### config.mk
export PLATFORM = sky130hd
export DESIGN_NAME = eeprom_row_prog
export DESIGN_NICKNAME = d
export VERILOG_FILES = /design/src/rtl/eeprom_row_prog.sv
export SDC_FILE = /design/constraint.sdc
export NUM_CORES = 1
export LEC_CHECK = 0
export BUFFER_PORTS_ARGS = -buffer_cell sky130_fd_sc_hd__clkbuf_2
export CORE_MARGIN = 2
export CORE_UTILIZATION = 52
export DETAILED_ROUTE_END_ITERATION = 8
export GPL_ROUTABILITY_DRIVEN = 0
export PLACE_DENSITY = 0.79
export SETUP_SLACK_MARGIN = 0.1
export SYNTH_ARGS = -nofsm -noshare
export SYNTH_HDL_FRONTEND = slang
export SYNTH_SLANG_ARGS = --single-unit
### constraint.sdc
create_clock -name clk -period 2.1 [get_ports clk]
set_input_delay 0.105 -clock clk [delete_from_list [all_inputs] [get_ports clk]]
set_output_delay 0.105 -clock clk [all_outputs]
set_load 0.02 [all_outputs]
### src/rtl/eeprom_row_prog.sv
module eeprom_row_prog #(
  parameter int ADDR_W      = 6,
  parameter int PROG_CYCLES = 16
) (
  input  logic                clk,
  input  logic                rst_n,
  input  logic                ctl_wr,
  input  logic [2:0]          ctl_wdata,
  output logic [2:0]          ctl_rdata,
  input  logic                mem_wr,
  input  logic                mem_rd,
  input  logic [ADDR_W-1:0]   mem_addr,
  input  logic [7:0]          mem_wdata,
  output logic                arr_we,
  output logic [ADDR_W-4:0]   arr_row,
  output logic [7:0]          arr_mask,
  output logic [63:0]         arr_data,
  output logic                busy,
  output logic                done,
  output logic                acc_err
);
  localparam int LANES = 8;
  localparam int COL_W = 3;
  localparam int ROW_W = ADDR_W - COL_W;
  localparam int CNT_W = $clog2(PROG_CYCLES + 1);
  localparam logic [CNT_W-1:0] CNT_LAST = CNT_W'(PROG_CYCLES - 1);

  logic             en, pe, ps, locked;
  logic [ROW_W-1:0] row_q;
  logic [CNT_W-1:0] cnt;
  logic [LANES-1:0][7:0] lat;
  logic [LANES-1:0] mask;
  logic             we_q, done_q, err_q;

  wire [ROW_W-1:0] a_row = mem_addr[ADDR_W-1:COL_W];
  wire [COL_W-1:0] a_col = mem_addr[COL_W-1:0];
  wire row_hit  = !locked || (a_row == row_q);
  wire wr_open  = mem_wr && pe && !busy;
  wire lat_wr   = wr_open && row_hit;
  wire wr_miss  = wr_open && !row_hit;
  wire rd_bad   = mem_rd && pe;
  wire ctl_ok   = ctl_wr && !busy;
  wire ps_go    = ctl_ok && ctl_wdata[2] && en && pe;
  wire ctl_plain = ctl_ok && !ps_go;
  wire pe_arm   = ctl_plain && ctl_wdata[1] && !pe;
  wire pe_drop  = ctl_plain && !ctl_wdata[1] && pe;
  wire fin      = busy && (cnt == '0);

  always_ff @(posedge clk or negedge rst_n) begin
    if (!rst_n) begin
      en <= 1'b0; pe <= 1'b0; ps <= 1'b0; busy <= 1'b0;
      locked <= 1'b0; row_q <= '0; cnt <= '0;
      lat <= '0; mask <= '0;
      we_q <= 1'b0; done_q <= 1'b0; err_q <= 1'b0;
    end else begin
      we_q   <= ps_go;
      done_q <= fin;
      err_q  <= wr_miss || rd_bad;
      if (ctl_plain) en <= ctl_wdata[0];
      if (ps_go) begin
        ps <= 1'b1; busy <= 1'b1; cnt <= CNT_LAST;
      end else if (busy && !fin) begin
        cnt <= cnt - 1'b1;
      end
      if (fin) begin
        busy <= 1'b0; ps <= 1'b0; pe <= 1'b0;
        locked <= 1'b0; mask <= '0;
      end
      if (lat_wr) begin
        lat[a_col]  <= mem_wdata;
        mask[a_col] <= 1'b1;
        if (!locked) begin
          locked <= 1'b1;
          row_q  <= a_row;
        end
      end
      if (pe_arm || pe_drop) begin
        pe <= pe_arm;
        lat <= '0; mask <= '0; locked <= 1'b0;
      end
    end
  end

  assign ctl_rdata = {ps, pe, en};
  assign arr_we    = we_q;
  assign arr_row   = row_q;
  assign arr_mask  = mask;
  assign arr_data  = lat;
  assign done      = done_q;
  assign acc_err   = err_q;


  busy_holds_bits_chk: assert property (@(posedge clk) disable iff (!rst_n)
    busy |-> (ps && pe));

  commit_in_busy_chk: assert property (@(posedge clk) disable iff (!rst_n)
    arr_we |-> (busy && $past(en && pe && !busy)));

  done_clears_chk: assert property (@(posedge clk) disable iff (!rst_n)
    done |-> (!busy && !pe && !ps && $past(busy)));

  start_interlock_chk: assert property (@(posedge clk) disable iff (!rst_n)
    $rose(ps) |-> $past(en && pe));

  read_armed_err_chk: assert property (@(posedge clk) disable iff (!rst_n)
    (mem_rd && pe) |=> acc_err);

  idle_mask_chk: assert property (@(posedge clk) disable iff (!rst_n)
    !pe |-> (mask == '0));

  ctl_frozen_chk: assert property (@(posedge clk) disable iff (!rst_n)
    (busy && $past(busy) && !done) |-> $stable(en));
endmodule

==> results of run 1 <==
## cell usage after synthesis, drive strengths merged
master,number
a221oi,1
xor2,5
buf,16
nand4b,2
nand2,16
nand4,5
o21a,1
xnor2,1
a22o,1
or2,1
a21oi,11
mux2,3
o211ai,1
and2,1
nor3b,1
or4b,1
nor3,2
inv,5
o21ai,72
nand3,4
nand2b,2
nand4bb,1
nor2b,2
ha,1
nor2,5
clkbuf,12
o31ai,1
and4,1
dfrtp,87
and3,2
mux2i,65
## final timing paths
| check | start | end | depth (start not counted) |
|---|---|---|---|
| max in group asynchronous | rst_n | arr_mask[4] | 3 |
| min in group asynchronous | rst_n | ps | 2 |
| worst max-delay path | en | arr_data[59] | 5 |
| worst max register to register | en | arr_data[59] | 5 |
| worst min-delay path | ctl_wdata[1] | pe | 3 |
| worst min register to register | arr_mask[3] | arr_mask[3] | 2 |
## power by group through the flow
stage | clock network [uW] | logic [uW] | registers, uW
2_1_floorplan | 0 | 1030 | 2730
3_3_place_gp | 0 | 2030 | 2380
3_5_place_dp | 0 | 2080 | 2400
4_1_cts | 1420 | 2100 | 2370
5_1_grt | 1500 | 2270 | 2420
6_report | 1410 | 2090 | 2370
## worst reg2reg max path, stage by stage (launching register included)
cell and delay [ns]:
dfrtp_1 0.42, a21oi_1 0.28, mux2i_4 0.18, buf_12 0.23, o21ai_2 0.44, mux2i_1 0.17
## per-layer routing
layer / routed length (um) / GRT usage (%) / part of all wire (%)
met5: 0 / 0 / 0
met4: 185 / 10.0 / 1.9
met1: 4110 / 32.2 / 43
met2: 4860 / 40.7 / 51
met3: 426 / 3.84 / 4.4
## state kept, by name (all words and copies together) (netlist names)
name / count
acc_err: 1
arr_row: 3
pe: 1
arr_we: 1
cnt: 5
done: 1
ps: 1
arr_mask: 8
locked: 1
arr_data: 64
en: 1
## metrics by stage
step,power [uW],cells
after floorplan,3760,329
final,5870,541
after CTS,5890,541
after detailed placement,4480,520
after global placement,4410,520
after global routing,6190,541
## cells in the final DEF, fill, tap and decap left out, drive strengths merged, types with 3 or more instances in the layout
cell	synthesis	routed
dlygate4sd3	0	6
nand2	16	16
inv	5	5
dfrtp	87	87
nand3	4	4
xor2	5	5
a21oi	11	11
mux2i	65	65
mux2	3	3
nand4	5	5
bufinv	0	3
clkbuf	12	112
buf	16	18
nor2	5	5
o21ai	72	72
## logic make-up after synthesis
logic type                 count (synthesis)  share of synthesized area [%]
AOI/OAI and AO/OA                         88                           12.4
DFF                                       87                           56.1
muxes                                     68                           18.0
and+or+nand+nor                           46                           6.77
buffers and inverters                     33                           5.10
xor gates and xnor gates                   6                           1.35
adders and majority gates                  1                          0.323
## layout make-up
type,instances,area [um2]
clock buffer,10,138
clock inverter,5,106
fill,593,2440
inverter,5,18.8
multi-input combinational,209,1510
sequential,87,2180
tap,99,124
timing repair buffer,126,743
==> impl_metrics.ini, run 1 <==
[detailed_routing]
via_count = 3017
wirelength_um = 9580
avgRoutedWirePerCell_um = 17.7
firstDrtPassIters = 4
avgViaCountPerCell = 5.58
route.detailed.drc = 0
ant_nets = 0
drt_iter0_markers = 145

[timing]
whs_ns = 0.108
setup_viol = 0
slew_headroom_pct = 56.2
fmax_mhz = 538
period_share_pct = 88.6
skew_ns = 0.00703
fin_ws_ns = 0.240
timing.final.hold_violations = 0
tns_ns = 0
rsz0062_at_grt = no
period_minus_slack_ns = 1.86
worst_slew_pin_slew_ns = 0.652
slew_viol_final = 0

[pwr]
p_seq_share_pct = 40.4
power_density_mw_per_mm2 = 1220
combPwrFrac_pct = 35.6
p_leak_uw = 0.00273
clkPwrFrac_pct = 24.0
switchingPower_uw = 2250
power.internal_uw = 3620
swShare_pct = 38.3
peakVddDrop_mv = 0.669

[setup_path]
crit_path_max_fanout = 57
path_delay_family = compound AO/OA/AOI/OAI gates
arrival_ns = 2.07
worstSetupStartpointType = flip-flop
cp_slowest_stage_delay_ns = 0.43
worstSetupPathType = flip-flop to flip-flop
path_buf_inv = 1
path_cells = a21oi_1 > mux2i_4 > buf_12 > o21ai_2 > mux2i_1
reg2reg_slack_ns = 0.24
cp.required_ns = 2.31
end_kind = flip-flop
cp_slowest_cell = o21ai_2

[clock_network]
holdBufCountCts = 6
cts_setup_buffers = 0
clock_sinks = 87
h-tree-depth = 3
cts_resized = 0
clockBufferDepth = 2
numCtsBuffers = 9
clock_latency_ns = 0.35
clk_pin_slew_ns = 0.09
root_buffer = clkbuf_8
cts_tree = built

[outcome]
outcome = completed

[final_layout]
post-route-util_pct = 66.4
drive_above_1_share_pct = 33.7
synthToLayoutAreaGrowth_pct = 24.1
final_nets = 461
design_area_mm2 = 0.00481
diodes = 0

[die]
coreArea_mm2 = 0.00725
row_count = 31
ios = 104
die_h_um = 90.4
start_util_pct = 53.5
die_w_um = 90.4
die_area_mm2 = 0.00817

[synthesis]
synth.area.top_cells = dfrtp_1, mux2i_1, o21ai_0
syn_area_mm2 = 0.00388
syn_nets = 352
synth_cell_type_count = 40
syn_inst = 329
synth_top_area_share_pct = 56.1
yosysSeqAreaShare_pct = 56.1
yosysTopAreaCell = dfrtp_1
synth_seq_cells = 87
ys_warn_count = 0
syn_area_per_cell_um2 = 11.8

[placement]
io_buffers = 103
dpl.hpwl_um = 6540
placed_area_mm2 = 0.00451
post-place-ws_ns = 0.260

[global_route]
grt_start_max_net_pins = 58
grt_overflow = 0
grtUsageTotal_pct = 24.5
grt_pass1_wl_um = 15600
grt_pass1_vias = 3076
antenna_found_initial = 0

[hold_path]
min_path_type = input port to flip-flop

[run]
drv_cap = 0
Power figures use the tool's default switching activity.
==> run 2: changes to the inputs <==
--- a/config.mk
+++ b/config.mk
@@ -7,10 +7,12 @@
 export LEC_CHECK = 0
 export BUFFER_PORTS_ARGS = -buffer_cell sky130_fd_sc_hd__clkbuf_2
 export CORE_MARGIN = 2
-export CORE_UTILIZATION = 52
+export CORE_UTILIZATION = 54
+export CTS_BUF_LIST = sky130_fd_sc_hd__clkbuf_8
 export DETAILED_ROUTE_END_ITERATION = 8
 export GPL_ROUTABILITY_DRIVEN = 0
-export PLACE_DENSITY = 0.79
+export PLACE_DENSITY = 0.82
+export REMOVE_ABC_BUFFERS = 1
 export SETUP_SLACK_MARGIN = 0.1
 export SYNTH_ARGS = -nofsm -noshare
 export SYNTH_HDL_FRONTEND = slang
==> impl_metrics.ini, run 2 (synthesis results as in run 1) <==
[final_layout]
layout_commonest_cell = clkbuf_2
seq_area_mm2 = 0.00218
fill_cells = 513
final_cell_mix = clkbuf_2, dfrtp_1, o21ai_0, mux2i_1, nand2_1
multi_input_area_mm2 = 0.00152
post-route-util_pct = 69.1
fin_cells = 535
diodes = 0
largest_reg_flops = 64
final_nets = 457
synthToLayoutAreaGrowth_pct = 22.4
drive_above_1_share_pct = 34.2

[placement]
dp_cells = 514
post-place-ws_ns = 0.208
dpl.hpwl_um = 6270
io_buffers = 103

[setup_path]
path_buf_inv = 2
rr_startpoint = arr_row[0]
path_cells = xor2_1 > o31ai_2 > buf_4 > nand3_1 > buf_4 > mux2i_1
path_delay_family = buffers and inverters
crit_path_max_fanout = 11
startpoint = arr_row[0]
crit_top_cell = buf_4
arrival_ns = 1.98
cp_slowest_cell = dfrtp_1
r2r_cells = 6
cp_slowest_stage_delay_ns = 0.41
worstSetupPathType = flip-flop to flip-flop
cp.required_ns = 2.33
worstSetupStartpointType = flip-flop
end_kind = flip-flop
cp_num_cells = 6

[clock_network]
clockBufferDepth = 2
clock_latency_ns = 0.36
root_buffer = clkbuf_8
cts_setup_buffers = 0
numCtsBuffers = 9
clk_pin_slew_ns = 0.09
cts_tree = built
clock_sinks = 87
h-tree-depth = 3

[global_route]
antenna_found_initial = 0
grt_overflow = 0
grtUsageTotal_pct = 24.1
grt_start_max_net_pins = 74
grt_pass1_wl_um = 14200
grt_pass1_vias = 2872

[die]
coreArea_mm2 = 0.00687
die_area_mm2 = 0.00788
row_count = 30
die_h_um = 88.8
die_w_um = 88.8
start_util_pct = 56.5
ios = 104

[timing]
skew_ns = 0.0168
rsz0062_at_grt = no
period_share_pct = 83.3
period_minus_slack_ns = 1.75
setup_viol = 0
fin_ws_ns = 0.350
whs_ns = 0.0190
slew_viol_final = 0
worst_slew_pin_slew_ns = 0.579
slew_headroom_pct = 61.3
timing.final.hold_violations = 0
fmax_mhz = 571

[detailed_routing]
drt_iter0_markers = 150
avgRoutedWirePerCell_um = 17.1
ant_nets = 0
route.detailed.drc = 0
wirelength_um = 9140
via_count = 2987
avgViaCountPerCell = 5.58
firstDrtPassIters = 4

[pwr]
power_density_mw_per_mm2 = 1190
finalPower_uw = 5640
combPwrFrac_pct = 36.9
switchingPower_uw = 2280
swShare_pct = 40.4
clkPwrFrac_pct = 21.3
p_leak_uw = 0.00270
peakVddDrop_mv = 0.632
power.internal_uw = 3360
p_seq_share_pct = 41.8

[run]
drv_cap = 0

[hold_path]
min_delay_path_depth = 2
min_path_type = input port to flip-flop
min_from = mem_addr[3]

[outcome]
outcome = completed
==> run 2: path summary, 6_finish.rpt <==
path	end	slack, ns
worst min register to register	arr_mask[7]	0.52
max in group asynchronous	arr_data[62]	1.24
worst min-delay path	arr_row[0]	0.02
min in group asynchronous	arr_data[5]	0.24
worst max register to register	arr_data[15]	0.35
worst max-delay path	arr_data[15]	0.35
==> run 2: metrics by stage <==
stage | area [um2] | setup TNS [ns]
3_5_place_dp | 4480 | 0
2_1_floorplan | 3700 | -22.88
3_3_place_gp | 4480 | 0
4_1_cts | 4740 | 0
6_report | 4750 | 0
5_1_grt | 4750 | 0
==> run 2: power by group through the flow <==
stage                     clock [uW]  sequential [uW]  combinational [uW]
final                           1200             2360                2080
after global routing            1270             2410                2260
after CTS                       1210             2350                2080
after detailed placement           0             2390                2060
after global placement             0             2370                2010
after floorplan                    0             2790                 835
==> run 2: repair_timing <==
action | 4_1_cts | 5_1_grt
endpoints found under the hold margin | 40 | 0
resized for setup | 0 | 3
hold buffers | 5 | 0
setup endpoints to repair | 0 | 16
==> run 2: metal layers <==
metal / up-vias / GRT usage [%] / share of wire, %
met5: - / 0 / 0
met1: 1486 / 33.2 / 44
li1: 1388 / - / -
met3: 18 / 2.99 / 4.2
met4: 0 / 14.3 / 2.7
met2: 95 / 36.8 / 49
==> run 2: area by class of cell <==
| type | count | area share, % |
|---|---|---|
| clock inverter | 7 | 1.66 |
| sequential | 87 | 45.9 |
| multi-input combinational | 209 | 32.0 |
| clock buffer | 9 | 2.61 |
| inverter | 5 | 0.395 |
| timing repair buffer | 122 | 15.0 |
| tap | 96 | 2.53 |
==> run 2: worst register-to-register path: cells and delay by family (launching register included) <==
family          cells  cell delay, ns
mux                 1            0.13
compound gates      1            0.24
buf+inv             2            0.47
xor+xnor            1            0.17
simple gates        1            0.21
flops               1            0.41
==> run 3: changes to the inputs <==
--- a/config.mk
+++ b/config.mk
@@ -5,13 +5,14 @@
 export SDC_FILE = /design/constraint.sdc
 export NUM_CORES = 1
 export LEC_CHECK = 0
+export ABC_AREA = 1
 export BUFFER_PORTS_ARGS = -buffer_cell sky130_fd_sc_hd__clkbuf_2
 export CORE_MARGIN = 2
-export CORE_UTILIZATION = 54
+export CORE_UTILIZATION = 55
 export CTS_BUF_LIST = sky130_fd_sc_hd__clkbuf_8
 export DETAILED_ROUTE_END_ITERATION = 8
 export GPL_ROUTABILITY_DRIVEN = 0
-export PLACE_DENSITY = 0.82
+export PLACE_DENSITY = 0.83
 export REMOVE_ABC_BUFFERS = 1
 export SETUP_SLACK_MARGIN = 0.1
 export SYNTH_ARGS = -nofsm -noshare
==> constraint.sdc (replaced) <==
create_clock -name clk -period 1.73 [get_ports clk]
set_input_delay 0.0865 -clock clk [delete_from_list [all_inputs] [get_ports clk]]
set_output_delay 0.0865 -clock clk [all_outputs]
set_load 0.02 [all_outputs]
==> impl_metrics.ini, run 3 <==
[global_route]
grt_pass1_vias = 3416
grt_pass1_wl_um = 16700
grt_start_max_net_pins = 65
antenna_found_initial = 0
grtUsageTotal_pct = 28.0
grt_overflow = 0

[timing]
whs_ns = 0.00963
slew_headroom_pct = 69.7
worst_slew_pin_slew_ns = 0.453
slew_viol_final = 0
period_minus_slack_ns = 1.61
fmax_mhz = 621
period_share_pct = 93.1
tns_ns = 0
setup_viol = 0
rsz0062_at_grt = yes
timing.final.hold_violations = 0
skew_ns = 0.00662

[clock_network]
h-tree-depth = 3
clock_latency_ns = 0.36
clk_pin_slew_ns = 0.08
cts_tree = built
clockBufferDepth = 2
clock_sinks = 87
numCtsBuffers = 9
root_buffer = clkbuf_8

[final_layout]
layout_commonest_cell = clkbuf_2
synthToLayoutAreaGrowth_pct = 30.4
diodes = 0
final_nets = 580
seq_area_mm2 = 0.00218
fin_cells = 661
final_cell_mix = clkbuf_2, nand2_1, dfrtp_1
fill_cells = 554
multi_input_area_mm2 = 0.00163
largest_reg_flops = 64
drive_above_1_share_pct = 33.5

[hold_path]
min_path_type = input port to flip-flop

[die]
die_w_um = 89.2
start_util_pct = 55.9
die_area_mm2 = 0.00795
row_count = 31
coreArea_mm2 = 0.00714
ios = 104
die_h_um = 89.2

[synthesis]
syn_area_mm2 = 0.00399
syn_inst = 433
synth_edf_count = 0
yosysSeqAreaShare_pct = 54.6
ys_async_sr_fraction_pct = 100
synth_commonest_cells = nand2_1, dfrtp_1, nand3_1, nand4_1, inv_1
synth_cell_type_count = 24
yosysTopAreaCell = dfrtp_1
synth_top_area_share_pct = 54.6
synth_flop_cell = dfrtp_1
syn_area_per_cell_um2 = 9.21
synth_seq_cells = 87
synthMostInstantiatedCell = nand2_1
synth.area.top_cells = dfrtp_1, nand4_1, nand2_1
ys_warn_count = 0

[setup_path]
worstSetupPathType = flip-flop to flip-flop
cp.required_ns = 1.97
path_delay_family = simple AND/OR/NAND/NOR gates
path_cells = inv_2 > ha_2 > inv_1 > nor3_4 > nand2_2 > nand2_4 > nand2_1 > o21ai_0 > o21ai_1
cp_slowest_stage_delay_ns = 0.39
crit_path_max_fanout = 6
path_buf_inv = 2
cp_slowest_cell = dfrtp_1
worstSetupStartpointType = flip-flop
arrival_ns = 1.86
end_kind = flip-flop

[detailed_routing]
drt_iter0_markers = 407
avgRoutedWirePerCell_um = 18.4
avgViaCountPerCell = 5.98
route.detailed.drc = 0
firstDrtPassIters = 6
ant_nets = 0
wirelength_um = 12200
via_count = 3955

[pwr]
power_density_mw_per_mm2 = 1420
p_leak_uw = 0.00287
peakVddDrop_mv = 0.666

[placement]
dp_cells = 631
io_buffers = 103
dpl.hpwl_um = 7230

[run]
drv_cap = 0

[outcome]
outcome = completed
-- run 3: changes by cell type in the layout (fill, tap and decap cells not counted), moves of 4 or more --
| cell | delta |
|---|---|
| nor2_1 | +6 |
| o21ai_2 | -7 |
| o21ai_0 | -58 |
| nand2_1 | +77 |
| clkbuf_16 | +4 |
| mux2i_1 | -64 |
| inv_1 | +20 |
| nand4_1 | +61 |
| nand3_4 | +8 |
| inv_2 | +5 |
| nor3_2 | +6 |
| nand3_1 | +66 |
| xor2_1 | -5 |
| buf_4 | +14 |
-- run 3: layout make-up --
class | count | area share [%]
inverter | 28 | 2.07
sequential | 87 | 41.9
clock inverter | 6 | 1.03
multi-input combinational | 288 | 31.3
timing repair buffer | 143 | 18.7
tap | 99 | 2.38
clock buffer | 10 | 2.65
-- run 3: repair_timing --
action | in CTS | in global routing
endpoints found under the setup margin | 18 | 76
resized for setup | 2 | 24
hold endpoints to repair | 32 | 0
pin swaps | 0 | 6
hold buffers | 5 | 0
setup buffers | 0 | 4
gates cloned | 0 | 5
-- run 3: worst reg2reg max path: stages (launching register included) --
cell and delay (ns):
dfrtp_1 0.39, inv_2 0.08, ha_2 0.18, inv_1 0.09, nor3_4 0.24, nand2_2 0.12
nand2_4 0.11, nand2_1 0.10, o21ai_0 0.10, o21ai_1 0.10
-- run 3: cell families after synthesis --
kind of cell             Yosys count  share of synthesized area (%)
flip-flops                        87                           54.6
XOR/XNOR                           1                          0.220
AO/OA/AOI/OAI                     18                           2.35
buffers and inverters             58                           7.40
AND/OR/NAND/NOR                  267                           34.8
multiplexers                       1                          0.282
adder cells (fa/ha/maj)            1                          0.314
-- run 3: where the power goes --
group | internal [uW] | leakage [uW] | switching [uW]
sequential | 2440 | 0.00118 | 343
combinational | 1090 | 0.00158 | 2110
clock | 690 | 0.000106 | 717
-- run 3: final timing paths --
kind,startpoint,endpoint,slack [ns],depth (start not counted)
worst max register to register,cnt[0],cnt[0],0.12,9
worst max-delay path,cnt[0],cnt[0],0.12,9
worst min-delay path,mem_addr[5],arr_row[2],0.01,3
max in group asynchronous,rst_n,arr_data[22],0.82,3
worst min register to register,arr_data[35],arr_data[35],0.50,2
min in group asynchronous,rst_n,arr_data[42],0.21,2
-- run 3: layer usage --
metal	part of all wire (%)	GRT usage, %
met1	40	38.9
met3	10	5.82
met2	47	41.4
met4	3.0	14.8
met5	0	0
-- run 3: through the flow --
step	setup slack, ns	cell area, um2	utilization, %	total power (uW)
global route	0.0363	5200	72.9	7720
floorplan	-2.36	3800	-	4240
finish	0.119	5200	72.9	7390
global placement	0.195	4710	65.9	5300
CTS	0.0866	4950	69.4	6820
detailed placement	0.0218	4710	65.9	5410
